**src/rtl/ctlreg_pkg.sv**
```systemverilog
package ctlreg_pkg;

    localparam int BYTE_W    = 8;
    localparam int REG_BYTES = 6;
    localparam int FRAME_W   = REG_BYTES * BYTE_W;
    localparam int HALF_W    = FRAME_W / 2;
    localparam int RES_W     = FRAME_W + BYTE_W;
    localparam int BITCNT_W  = $clog2(FRAME_W);

    typedef enum logic [2:0] {
        ST_IDLE,
        ST_WAIT,
        ST_READ,
        ST_WRITE,
        ST_RESOLVE,
        ST_ABORT
    } state_t;

endpackage

```
**src/rtl/ctlreg_sync.sv**
```systemverilog
module ctlreg_sync #(
    parameter int W      = 2,
    parameter int STAGES = 2
) (
    input  logic         clk,
    input  logic         rst_n,
    input  logic [W-1:0] din,
    output logic [W-1:0] dout
);

    logic [W-1:0] chain [STAGES];

    generate
        for (genvar s = 0; s < STAGES; s++) begin : g_stage
            if (s == 0) begin : g_first
                always_ff @(posedge clk or negedge rst_n) begin
                    if (!rst_n) chain[s] <= '0;
                    else        chain[s] <= din;
                end
            end else begin : g_next
                always_ff @(posedge clk or negedge rst_n) begin
                    if (!rst_n) chain[s] <= '0;
                    else        chain[s] <= chain[s-1];
                end
            end
        end
    endgenerate

    assign dout = chain[STAGES-1];

endmodule

```
**src/rtl/ctlreg_timer.sv**
```systemverilog
module ctlreg_timer #(
    parameter int LIMIT = 1000
) (
    input  logic clk,
    input  logic rst_n,
    input  logic clear,
    input  logic run,
    output logic expired
);

    localparam int CW = $clog2(LIMIT + 1);
    localparam logic [CW-1:0] LIM = CW'(LIMIT);

    logic [CW-1:0] cnt_q;

    always_ff @(posedge clk or negedge rst_n) begin
        if (!rst_n) begin
            cnt_q <= '0;
        end else if (clear) begin
            cnt_q <= '0;
        end else if (run && cnt_q != LIM) begin
            cnt_q <= cnt_q + 1'b1;
        end
    end

    assign expired = (cnt_q == LIM);

endmodule

```
**src/rtl/ctlreg_shreg.sv**
```systemverilog
module ctlreg_shreg #(
    parameter int W = 48
) (
    input  logic         clk,
    input  logic         rst_n,
    input  logic         load,
    input  logic [W-1:0] load_val,
    input  logic         shift,
    input  logic         sin,
    output logic [W-1:0] q
);

    always_ff @(posedge clk or negedge rst_n) begin
        if (!rst_n) begin
            q <= '0;
        end else if (load) begin
            q <= load_val;
        end else if (shift) begin
            q <= {q[W-2:0], sin};
        end
    end

endmodule

```
**src/rtl/ctlreg_reorder.sv**
```systemverilog
module ctlreg_reorder #(
    parameter int HALF_W = 24,
    parameter int INFO_W = 8
) (
    input  logic [2*HALF_W-1:0]        raw,
    output logic [2*HALF_W+INFO_W-1:0] result,
    output logic [HALF_W-1:0]          low
);

    logic [HALF_W-1:0] upper_half;
    logic [HALF_W-1:0] lower_half;
    logic              narrow;

    assign upper_half = raw[2*HALF_W-1:HALF_W];
    assign lower_half = raw[HALF_W-1:0];

    // a part with a half-width register pads the second half with one constant level
    assign narrow = (lower_half == '0) || (lower_half == '1);

    always_comb begin
        if (narrow) begin
            result = {lower_half, upper_half, {INFO_W{1'b0}}};
            low    = upper_half;
        end else begin
            result = {upper_half, lower_half, {INFO_W{1'b1}}};
            low    = lower_half;
        end
    end

endmodule

```
**src/rtl/ctlreg_seq.sv**
```systemverilog
module ctlreg_seq
    import ctlreg_pkg::*;
#(
    parameter int WAIT_CYC    = 200000,
    parameter int TOTAL_CYC   = 10000000,
    parameter int SYNC_STAGES = 2
) (
    input  logic               clk,
    input  logic               rst_n,
    input  logic               start_rd,
    input  logic               start_wr,
    input  logic [FRAME_W-1:0] wr_data,
    input  logic               mclk,
    input  logic               mrx,
    output logic               mtx,
    output logic               sel_reg,
    output logic               dir_rx,
    output logic               busy,
    output logic               done,
    output logic               err,
    output logic [RES_W-1:0]   rd_result,
    output logic [HALF_W-1:0]  low_copy
);

    localparam logic [BITCNT_W-1:0] LAST_BIT = BITCNT_W'(FRAME_W - 1);

    state_t state_q, state_d;

    logic [1:0]          sync_out;
    logic                mclk_s, mrx_s, mclk_prev;
    logic                clk_rise, clk_fall;
    logic                wait_exp, total_exp;
    logic                op_rd_q;
    logic [BITCNT_W-1:0] bit_cnt_q;
    logic                last_bit;
    logic                sh_load, sh_shift, sh_in;
    logic [FRAME_W-1:0]  sh_q;
    logic [RES_W-1:0]    reord_res;
    logic [HALF_W-1:0]   reord_low;
    logic                take_rd, take_wr;

    // modem clock and data enter through the same synchronizer so they stay aligned
    ctlreg_sync #(
        .W      (2),
        .STAGES (SYNC_STAGES)
    ) u_sync (
        .clk   (clk),
        .rst_n (rst_n),
        .din   ({mclk, mrx}),
        .dout  (sync_out)
    );

    assign mclk_s = sync_out[1];
    assign mrx_s  = sync_out[0];

    always_ff @(posedge clk or negedge rst_n) begin
        if (!rst_n) mclk_prev <= 1'b0;
        else        mclk_prev <= mclk_s;
    end

    assign clk_rise = mclk_s & ~mclk_prev;
    assign clk_fall = ~mclk_s & mclk_prev;

    ctlreg_timer #(
        .LIMIT (WAIT_CYC)
    ) u_wait_tmr (
        .clk     (clk),
        .rst_n   (rst_n),
        .clear   (state_q != ST_WAIT),
        .run     (state_q == ST_WAIT),
        .expired (wait_exp)
    );

    ctlreg_timer #(
        .LIMIT (TOTAL_CYC)
    ) u_total_tmr (
        .clk     (clk),
        .rst_n   (rst_n),
        .clear   ((state_q == ST_IDLE) || (state_q == ST_WAIT)),
        .run     ((state_q == ST_READ) || (state_q == ST_WRITE)),
        .expired (total_exp)
    );

    assign take_rd  = (state_q == ST_IDLE) && start_rd;
    assign take_wr  = (state_q == ST_IDLE) && start_wr && !start_rd;
    assign last_bit = (bit_cnt_q == LAST_BIT);

    // one shift register serves both directions: it collects on a read and drains on a write
    assign sh_load  = take_wr;
    assign sh_shift = ((state_q == ST_READ) && clk_rise) ||
                      ((state_q == ST_WRITE) && clk_fall);
    assign sh_in    = (state_q == ST_READ) ? mrx_s : 1'b0;

    ctlreg_shreg #(
        .W (FRAME_W)
    ) u_shreg (
        .clk      (clk),
        .rst_n    (rst_n),
        .load     (sh_load),
        .load_val (wr_data),
        .shift    (sh_shift),
        .sin      (sh_in),
        .q        (sh_q)
    );

    ctlreg_reorder #(
        .HALF_W (HALF_W),
        .INFO_W (BYTE_W)
    ) u_reorder (
        .raw    (sh_q),
        .result (reord_res),
        .low    (reord_low)
    );

    always_ff @(posedge clk or negedge rst_n) begin
        if (!rst_n) begin
            bit_cnt_q <= '0;
        end else if (state_q == ST_WAIT) begin
            bit_cnt_q <= '0;
        end else if (sh_shift) begin
            bit_cnt_q <= bit_cnt_q + 1'b1;
        end
    end

    // state register
    always_ff @(posedge clk or negedge rst_n) begin
        if (!rst_n) state_q <= ST_IDLE;
        else        state_q <= state_d;
    end

    // next state: a completing edge takes precedence over a timeout in the same cycle
    always_comb begin
        state_d = state_q;
        unique case (state_q)
            ST_IDLE: begin
                if (start_rd || start_wr) state_d = ST_WAIT;
            end
            ST_WAIT: begin
                if (!mclk_s || wait_exp) state_d = op_rd_q ? ST_READ : ST_WRITE;
            end
            ST_READ: begin
                if (clk_rise && last_bit) state_d = ST_RESOLVE;
                else if (total_exp)       state_d = ST_ABORT;
            end
            ST_WRITE: begin
                if (clk_fall && last_bit) state_d = ST_RESOLVE;
                else if (total_exp)       state_d = ST_ABORT;
            end
            ST_RESOLVE: state_d = ST_IDLE;
            ST_ABORT:   state_d = ST_IDLE;
            default:    state_d = ST_IDLE;
        endcase
    end

    // registered outputs and operation record
    always_ff @(posedge clk or negedge rst_n) begin
        if (!rst_n) begin
            op_rd_q   <= 1'b0;
            done      <= 1'b0;
            err       <= 1'b0;
            rd_result <= '0;
            low_copy  <= '0;
        end else begin
            done <= 1'b0;
            unique case (state_q)
                ST_IDLE: begin
                    if (take_rd) begin
                        op_rd_q <= 1'b1;
                    end else if (take_wr) begin
                        op_rd_q  <= 1'b0;
                        low_copy <= wr_data[HALF_W-1:0];
                    end
                end
                ST_RESOLVE: begin
                    done <= 1'b1;
                    err  <= 1'b0;
                    if (op_rd_q) begin
                        rd_result <= reord_res;
                        low_copy  <= reord_low;
                    end
                end
                ST_ABORT: begin
                    done <= 1'b1;
                    err  <= 1'b1;
                end
                default: ;
            endcase
        end
    end

    // line drive decoded from state
    always_comb begin
        busy    = (state_q != ST_IDLE);
        sel_reg = (state_q == ST_READ) || (state_q == ST_WRITE) ||
                  (state_q == ST_RESOLVE) || (state_q == ST_ABORT);
        dir_rx  = !(sel_reg && !op_rd_q);
        mtx     = (state_q == ST_WRITE) ? sh_q[FRAME_W-1] : 1'b0;
    end

endmodule

```
**config.mk**
```make
export PLATFORM = sky130hd
export DESIGN_NAME = ctlreg_seq
export DESIGN_NICKNAME = d
export VERILOG_FILES = /design/src/rtl/ctlreg_pkg.sv /design/src/rtl/ctlreg_sync.sv /design/src/rtl/ctlreg_timer.sv /design/src/rtl/ctlreg_shreg.sv /design/src/rtl/ctlreg_reorder.sv /design/src/rtl/ctlreg_seq.sv
export SDC_FILE = /design/constraint.sdc
export NUM_CORES = 1
export LEC_CHECK = 0
export BUFFER_PORTS_ARGS = -buffer_cell sky130_fd_sc_hd__buf_4
export CORE_MARGIN = 2
export CORE_UTILIZATION = 47
export DETAILED_ROUTE_END_ITERATION = 12
export PLACE_DENSITY = 0.68
export SLEW_MARGIN = 20
export SYNTH_ARGS = -nofsm -noshare
export SYNTH_HDL_FRONTEND = slang
export SYNTH_SLANG_ARGS = --single-unit
```
**constraint.sdc**
```tcl
create_clock -name clk -period 2.8 [get_ports clk]
set_input_delay 0.56 -clock clk [delete_from_list [all_inputs] [get_ports clk]]
set_output_delay 0.56 -clock clk [all_outputs]
set_load 0.01 [all_outputs]
```
# Yosys cells after proc, flatten, opt, wreduce, memory -nomap -nowiden
# Cells that the tools add are included.
[op_classes]
n_addsub = 3
eq_ne = 17
n_mux = 27
n_bitwise = 4
reduce_logical = 37
[ops]
columns = ["operator", "count"]
rows = [
  ["$mux W24", 6],
  ["$mux W48", 2],
  ["$mux W56", 1],
  ["$eq A24 B24 Y1 const B", 2],
  ["$pmux W24 S2", 1],
  ["$mux W18", 2],
  ["$add A24 B1 Y24 const B", 1],
  ["$logic_not A24 Y1", 1],
  ["$ne A24 B24 Y1 const B", 1],
  ["$add A18 B1 Y18 const B", 1],
  ["$eq A18 B18 Y1 const B", 1],
  ["$ne A18 B18 Y1 const B", 1],
  ["$mux W3", 5],
  ["$reduce_bool A2 Y1", 7],
  ["$mux W6", 2],
  ["$pmux W3 S4", 1],
  ["$logic_and A1 B1 Y1", 10],
  ["$logic_or A1 B1 Y1", 8],
  ["$ne A2 B2 Y1 const B", 4],
  ["$add A6 B1 Y6 const B", 1],
  ["$eq A3 B2 Y1 const B", 2],
  ["$eq A3 B3 Y1 const B", 2],
  ["$eq A6 B6 Y1 const B", 1],
  ["$mux W1", 6],
  ["12 further kinds", 19],
]
[totals]
reg_bits = 187
inputBits = 54
wordCells = 101

# Longest topological paths before layout
# Gate-level depths: netlist of the first run.
[depth]
ltp_word = 6
mapped_depth = 9

# Cells and area by module
# From an unflattened synthesis of the first run, not the netlist that was laid out.
[unflattened]
cells_unflattened = 903
area_unflattened_um2 = 9689.3
[modules_own_cells]
columns = ["module", "n_inst", "cells_per_inst", "area_per_inst_um2"]
rows = [
  ["ctlreg_seq", 1, 306, 3996.3],
  ["ctlreg_shreg", 1, 208, 2239.6],
  ["ctlreg_timer at u_total_tmr", 1, 139, 1355.0],
  ["ctlreg_timer at u_wait_tmr", 1, 116, 1042.2],
  ["ctlreg_reorder", 1, 128, 940.9],
  ["ctlreg_sync", 1, 6, 115.1],
]

# Worst setup path before layout of the first run
# No wires, ideal clock.
[synth_path]
path_kind = "flip-flop to flip-flop"
start = "reg u_shreg.q[5]"
end = "reg low_copy[10]"
setup_time_ns = 0.139
arrival_time_ns = 1.862
path_slack_ns = 0.799
path_stages_with_launch = 7
n_path_buf = 1
synth_period_minus_slack_ns = 2.001
path_cell_list = "dfrtp_1 -> nand4_1 -> or4_4 -> o22ai_4 -> buf_12 -> mux2i_1 -> a21oi_2"
[synth_between]
elab_chain_cells = 5
elab_cells_between_ends = 6
classes_between = "eq/ne (1); mux (3); reduce/logical (2)"
[synth_rtl]
columns = ["item", "line_no", "rtl"]
rows = [
  ["start: declaration", "ctlreg_shreg.sv:10", "output logic [W-1:0] q"],
  ["start signal: assignment", "ctlreg_shreg.sv:17", "q <= load_val;"],
  ["start signal: assignment", "ctlreg_shreg.sv:19", "q <= {q[W-2:0], sin};"],
  ["$eq A24 B24 Y1 / $logic_not A24 Y1 (equally long branches)", "ctlreg_reorder.sv:18", "assign narrow = (lower_half == '0) || (lower_half == '1);"],
  ["$logic_or A1 B1 Y1 *", "ctlreg_reorder.sv:18", ""],
  ["$mux W24 *", "ctlreg_reorder.sv:21", "if (narrow) begin"],
  ["$mux W24 *", "ctlreg_seq.sv:177", "if (op_rd_q) begin"],
  ["$pmux W24 S2 *", "ctlreg_seq.sv:165", "unique case (state_q)"],
  ["end signal: assignment", "ctlreg_seq.sv:171", "low_copy <= wr_data[HALF_W-1:0];"],
  ["end signal: assignment", "ctlreg_seq.sv:179", "low_copy <= reord_low;"],
  ["end: declaration", "ctlreg_seq.sv:22", "output logic [HALF_W-1:0] low_copy"],
]
# Every way passes the cells marked *; elsewhere a longest branch is shown, timed or not. The select of a mux whose other input is x is not followed.
# A chain may end at the register's enable or synchronous reset.

# Worst setup path after layout of the first run
[layout_path]
start = "reg u_shreg.q[11]"
end = "reg rd_result[12]"
[layout_between]
elab_chain_cells = 3
elab_cells_between_ends = 4
classes_between = "eq/ne (1); mux (1); reduce/logical (2)"
[layout_rtl]
columns = ["item", "line_no", "rtl"]
rows = [
  ["$eq A24 B24 Y1 / $logic_not A24 Y1 (equally long branches)", "ctlreg_reorder.sv:18", ""],
  ["$logic_or A1 B1 Y1 *", "ctlreg_reorder.sv:18", ""],
  ["$mux W56 *", "ctlreg_reorder.sv:21", ""],
  ["end signal: assignment", "ctlreg_seq.sv:178", "rd_result <= reord_res;"],
  ["end: declaration", "ctlreg_seq.sv:21", "output logic [RES_W-1:0] rd_result,"],
]
# Every way passes the cells marked *; elsewhere a longest branch is shown, timed or not.

==> results.cfg, run 1 <==
[power_and_ir_drop]
power_mw = 8.68
power.density_nw_per_um2 = 837
p_int_mw = 5.77
netSwitchingFraction = 0.335
clkPwrFrac = 0.305
p_leak_nw = 4.44
p_switching_mw = 2.91
comb_power_share = 0.255
ir_drop_v = 0.000434
p_seq_frac = 0.440

[synthesis]
synth-seq-area-share = 0.532
synth-compound-area-share = 0.153
syn-cell-area_um2 = 8460
ys_warn_count = 0
syn_inst = 854
synth_seq_cells = 180
synth_fa_ha_area_frac = 0.0118
synth_xor_xnor_area_share = 0.0228
synth_flop_cell = dfrtp_1
synth-async-reset-ratio = 1.00
synth.distinct_cells = 54
synth_fp_nets = 916
synthSimpleGateAreaFrac = 0.156
synth_top_family_by_area = simple AND/OR/NAND/NOR gates
synth.avg_cell_area_um2 = 9.91
synth-edff-count = 0
synth_mux_area_frac = 0.0832

[detailed_routing]
vias_per_cell = 5.55
routed_wl_um = 20600
wl_per_cell_um = 17.0
drt-initial-drc-count = 523
dr_total_vias = 6720
antenna_left = 0
dr.pass1.iters = 5
drc = 0

[place]
place_ws_ns = 0.491
port_buffers = 139
placed_cells = 1179
post_dp_cell_area_um2 = 9720
place_hpwl_um = 14200
gp_congestion = 0.807

[grt]
antenna_found_initial = 0
top_usage_layer = met2
grt_pass1_wl_um = 34300
grt_util_met1 = 0.310
grt.total_usage = 0.223
met3_usage = 0.0416
grt_use_met2 = 0.355
grt_max_degree = 95
grt_pass1_vias = 6634
grt_overflow_total = 0

[job]
maxCapViolCount = 0

[cells_and_area]
area.growth.synth_to_final_pct = 22.6
antenna_cells = 0
stdcell_area_um2 = 10400
drive_above_1_share = 0.210
fin_util = 0.581
instances_no_fill = 1211
nNetsFinal = 1031
final_common_cell = dfrtp_1
layout_common_cells = 180 x dfrtp_1, 147 x buf_4, 90 x nand2_1

[floorplan]
rows = 49
start_util = 0.474
ios = 140
floorplan.die_area_um2 = 19100
core_um2 = 17800
die_w_um = 138
die_h_um = 138

[timing]
finalCritPeriodShare = 0.846
fmax_ghz = 0.422
maxSlewHeadroom = 0.483
whs_ns = 0.0221
hold_viol = 0
period_minus_slack_ns = 2.37
timing.final.max_slew_violations = 0
finalSetupTns_ns = 0
tightest_slew_ns = 0.776
layout_setup_ws_ns = 0.432
setup_viol = 0
grt_setup_unrepaired = no
finClkSkew_ns = 0.00921

[clocking]
clock_tree.root_cell = clkbuf_16
cts-htree-levels = 4
cts_buffers = 17
path_clk_slew_ns = 0.07
cts.path.max_buffers = 2
clk_latency_ns = 0.43
cts_resized = 0
holdBufCountCts = 0
cts.sinks = 180
cts_tree = built
post-cts-setup-buffers = 0

[hold_path]
hold_path_class = primary input to async pin

[setup_path]
critical_path.max_fanout = 16
path_class = flop to flop
path_cells = nand4_1 > or4_4 > o22ai_4 > buf_12 > mux2i_1 > o21ai_0
cp-start-kind = flop
worstPathArrival_ns = 2.68
cp-end-kind = flop
slowest_stage = or4_4
slowest_delay_ns = 0.54
cp_data_required_time_ns = 3.11

[status]
outcome = finished clean
## critical path, delay by kind of cell (launching register included)
family          cells  cell delay (ns)
flops               1             0.49
simple gates        2             0.68
compound gates      2             0.49
buf+inv             1             0.23
mux                 1             0.34
## path summary, 6_finish.rpt
kind	from	end	slack [ns]	cells after the start
setup reg to reg	u_shreg.q[11]$_DFFE_PN0P_	rd_result[12]$_DFFE_PN0P_	0.43	6
min in group clk	mclk	u_sync.chain[3]$_DFF_PN0_	0.23	1
hold / removal	rst_n	u_total_tmr.cnt_q[8]$_DFFE_PN0P_	0.02	1
hold reg to reg	u_sync.chain[3]$_DFF_PN0_	u_sync.dout[1]$_DFF_PN0_	0.35	0
max in group asynchronous	rst_n	rd_result[43]$_DFFE_PN0P_	1.97	2
setup / recovery	u_shreg.q[11]$_DFFE_PN0P_	rd_result[12]$_DFFE_PN0P_	0.43	6
## final cells by class
class	count	area, µm²
multi-input combinational	600	3640
fill	1544	7470
tap	229	287
clock buffer	17	425
clock inverter	15	226
sequential	180	4500
timing repair buffer	154	1230
inverter	16	60.1
## synthesized netlist by cell type (9+ instances only)
cell type    n  area, µm²
dfrtp_1    180       4500
nand2_1     90        338
a21oi_1     89        445
nor2_1      81        304
mux2i_1     67        671
o21ai_0     65        325
clkbuf_1    35        131
nand4_1     18        113
inv_1       16       60.1
o22ai_1     15       93.8
nand3_1     13       65.1
nor4_1      12       75.1
o21ai_1     12       60.1
or4_1       12       90.1
xor2_1      12        105
buf_2       11       55.1
o31ai_1     11       82.6
xnor2_1     10       87.6
o211ai_1     9       67.6
## metal layers
layer | wire length (µm) | vias to the layer above
met3 | 872 | 32
met4 | 449 | 0
met1 | 9530 | 3251
met2 | 9730 | 161
met5 | 0 | -
li1 | - | 3276
## kinds of logic (layout without fill, tap and decap cells)
group / Yosys count / in the layout
buf+inv: 74 / 202
fa+ha+maj: 8 / 8
flops: 180 / 180
simple gates: 274 / 274
compound gates: 226 / 226
mux: 70 / 70
xor+xnor: 22 / 22
## state kept, by name, indices dropped and copies added (netlist names)
name / count
mclk_prev: 1
u_total_tmr.cnt_q: 24
state_q: 3
u_wait_tmr.cnt_q: 18
u_sync.chain: 2
u_sync.dout: 2
u_shreg.q: 48
err: 1
done: 1
low_copy: 24
bit_cnt_q: 6
rd_result: 49
op_rd_q: 1
## power by group through the flow
stage	combinational (mW)	clock, mW	sequential [mW]
2_1_floorplan	1.39	0	3.69
5_1_grt	2.48	2.81	3.91
3_5_place_dp	2.22	0	3.85
4_1_cts	2.23	2.69	3.82
3_3_place_gp	2.16	0	3.84
6_report	2.21	2.65	3.82
No activity file was read; power rests on OpenSTA's default activity.
==> inputs of run 2 (changes only) <==
--- a/config.mk
+++ b/config.mk
@@ -9,7 +9,7 @@
 export CORE_MARGIN = 2
 export CORE_UTILIZATION = 47
 export DETAILED_ROUTE_END_ITERATION = 12
-export PLACE_DENSITY = 0.68
+export PLACE_DENSITY = 0.71
 export SLEW_MARGIN = 20
 export SYNTH_ARGS = -nofsm -noshare
 export SYNTH_HDL_FRONTEND = slang
==> constraint.sdc (replaced) <==
create_clock -name clk -period 2.1 [get_ports clk]
set_input_delay 0.42 -clock clk [delete_from_list [all_inputs] [get_ports clk]]
set_output_delay 0.42 -clock clk [all_outputs]
set_load 0.01 [all_outputs]
==> run 2 against run 1 <==
Largest cell class unchanged. Total power is 34% higher. Maximum frequency is 15% higher. Register-to-register slack worse by 0.38 ns. Sequential power is 31% higher. Via count is 2.0% higher. Cell area is 3.6% higher. Clock skew hardly changed. Worst setup slack worse by 0.38 ns.
==> results.cfg, run 2 (same netlist as run 1, synthesis figures left out) <==
[status]
outcome = finished clean

[clocking]
clock_tree.root_cell = clkbuf_16
cts.path.max_buffers = 2
cts-htree-levels = 4
path_clk_slew_ns = 0.07
clk_latency_ns = 0.44
cts.sinks = 180
cts_buffers = 17
cts_tree = built

[grt]
grt_pass1_wl_um = 34900
grt_max_degree = 95
antenna_found_initial = 0
grt_overflow_total = 0
grt_pass1_vias = 6690
grt.total_usage = 0.228

[setup_path]
slowest_stage = or4_4
cp-start-kind = flop
crit_family = simple AND/OR/NAND/NOR gates
cp-end-kind = flop
path_buf_inv = 1
cp_data_required_time_ns = 2.42
critical_path.max_fanout = 5
slowest_delay_ns = 0.59
worstPathArrival_ns = 2.37
r2r_start = u_shreg.q[21]$_DFFE_PN0P_
worstSetupStartpoint = u_shreg.q[21]$_DFFE_PN0P_
path_class = flop to flop
path_cells = nand4_1 > or4_4 > o22ai_4 > buf_6 > mux2i_1 > a21oi_2

[floorplan]
die_w_um = 138
die_h_um = 138
rows = 49
floorplan.die_area_um2 = 19100
ios = 140
core_um2 = 17800
start_util = 0.474

[cells_and_area]
layout_common_cells = 180 x dfrtp_1, 173 x buf_4, 90 x nand2_1
instances_no_fill = 1248
area.growth.synth_to_final_pct = 27.0
largest_reg_flops = 49
nNetsFinal = 1068
regMostFlops = rd_result
multi_input_area_um2 = 3690
drive_above_1_share = 0.241
fillers = 1516
antenna_cells = 0
reg_top3 = rd_result x49, u_shreg.q x48
fin_util = 0.602
regArea_um2 = 4500
final_common_cell = dfrtp_1

[job]
maxCapViolCount = 0

[hold_path]
hold_start = mclk
hold_path_class = primary input to flop

[detailed_routing]
drc = 0
routed_wl_um = 21100
vias_per_cell = 5.49
dr.pass1.iters = 4
drt-initial-drc-count = 388
dr_total_vias = 6855
antenna_left = 0
wl_per_cell_um = 16.9

[timing]
tightest_slew_ns = 0.802
hold_viol = 0
setup_viol = 0
period_minus_slack_ns = 2.05
maxSlewHeadroom = 0.462
finClkSkew_ns = 0.00918
grt_setup_unrepaired = yes
finalCritPeriodShare = 0.977
timing.final.max_slew_violations = 0
fmax_ghz = 0.488

[power_and_ir_drop]
p_leak_nw = 4.62
ir_drop_v = 0.000712
power.density_nw_per_um2 = 1080

[place]
gp_congestion = 0.808
placed_cells = 1214
place_hpwl_um = 15000
port_buffers = 139
==> run 2: power by group <==
part / leakage [nW] / switching [mW] / internal (mW)
clock network: 0.271 / 1.37 / 1.80
registers: 2.29 / 0.778 / 4.21
logic: 2.06 / 1.80 / 1.67
total: 4.62 / 3.96 / 7.68
==> run 2: worst register-to-register path: stages (launching register included) <==
cell	delay, ns
dfrtp_1	0.39
nand4_1	0.10
or4_4	0.59
o22ai_4	0.22
buf_6	0.17
mux2i_1	0.37
a21oi_2	0.10
==> run 2: layer usage <==
| metal | routed length [µm] | track usage | vias to the layer above |
|---|---|---|---|
| met5 | 0 | 0 | - |
| met4 | 295 | 0.0687 | 0 |
| met3 | 1070 | 0.0523 | 25 |
| met2 | 10200 | 0.363 | 139 |
| met1 | 9530 | 0.313 | 3347 |
| li1 | - | - | 3344 |
==> run 2: worst paths after layout <==
| path | to | slack, ns | cells after the start |
|---|---|---|---|
| setup / recovery | low_copy[22]$_DFFE_PN0P_ | 0.05 | 6 |
| setup reg to reg | low_copy[22]$_DFFE_PN0P_ | 0.05 | 6 |
| hold reg to reg | u_sync.dout[0]$_DFF_PN0_ | 0.35 | 0 |
| min in group asynchronous | u_total_tmr.cnt_q[14]$_DFFE_PN0P_ | 0.38 | 2 |
| max in group asynchronous | rd_result[23]$_DFFE_PN0P_ | 1.12 | 3 |
| hold / removal | u_sync.chain[3]$_DFF_PN0_ | 0.09 | 1 |
==> run 2: what timing repair did <==
item,in CTS,in global routing
pin swaps,0,2
endpoints found under the hold margin,10,0
endpoints found under the setup margin,1,68
hold buffers,1,0
buffers inserted,0,1
resized for setup,1,14
==> run 2: cell type report <==
| class | instances | area share |
|---|---|---|
| clock buffer | 22 | 0.0423 |
| clock inverter | 10 | 0.0118 |
| inverter | 16 | 0.00559 |
| multi-input combinational | 600 | 0.344 |
| sequential | 180 | 0.419 |
| tap | 229 | 0.0267 |
| timing repair buffer | 191 | 0.151 |
==> run 2: metrics by stage <==
stage / setup slack (ns) / instance area (µm²) / TNS (ns) / total power [mW] / hold WS, ns
after floorplan: 0.0985 / 8460 / 0 / 6.78 / 0.124
final: 0.0488 / 10700 / 0 / 11.6 / 0.0872
after global placement: 0.102 / 10100 / 0 / 8.37 / 0.262
after detailed placement: 0.0418 / 10100 / 0 / 8.45 / 0.261
after global routing: -0.0531 / 10700 / -0.272 / 12.3 / 0.0782
after CTS: 0.0494 / 10700 / 0 / 11.6 / 0.0714
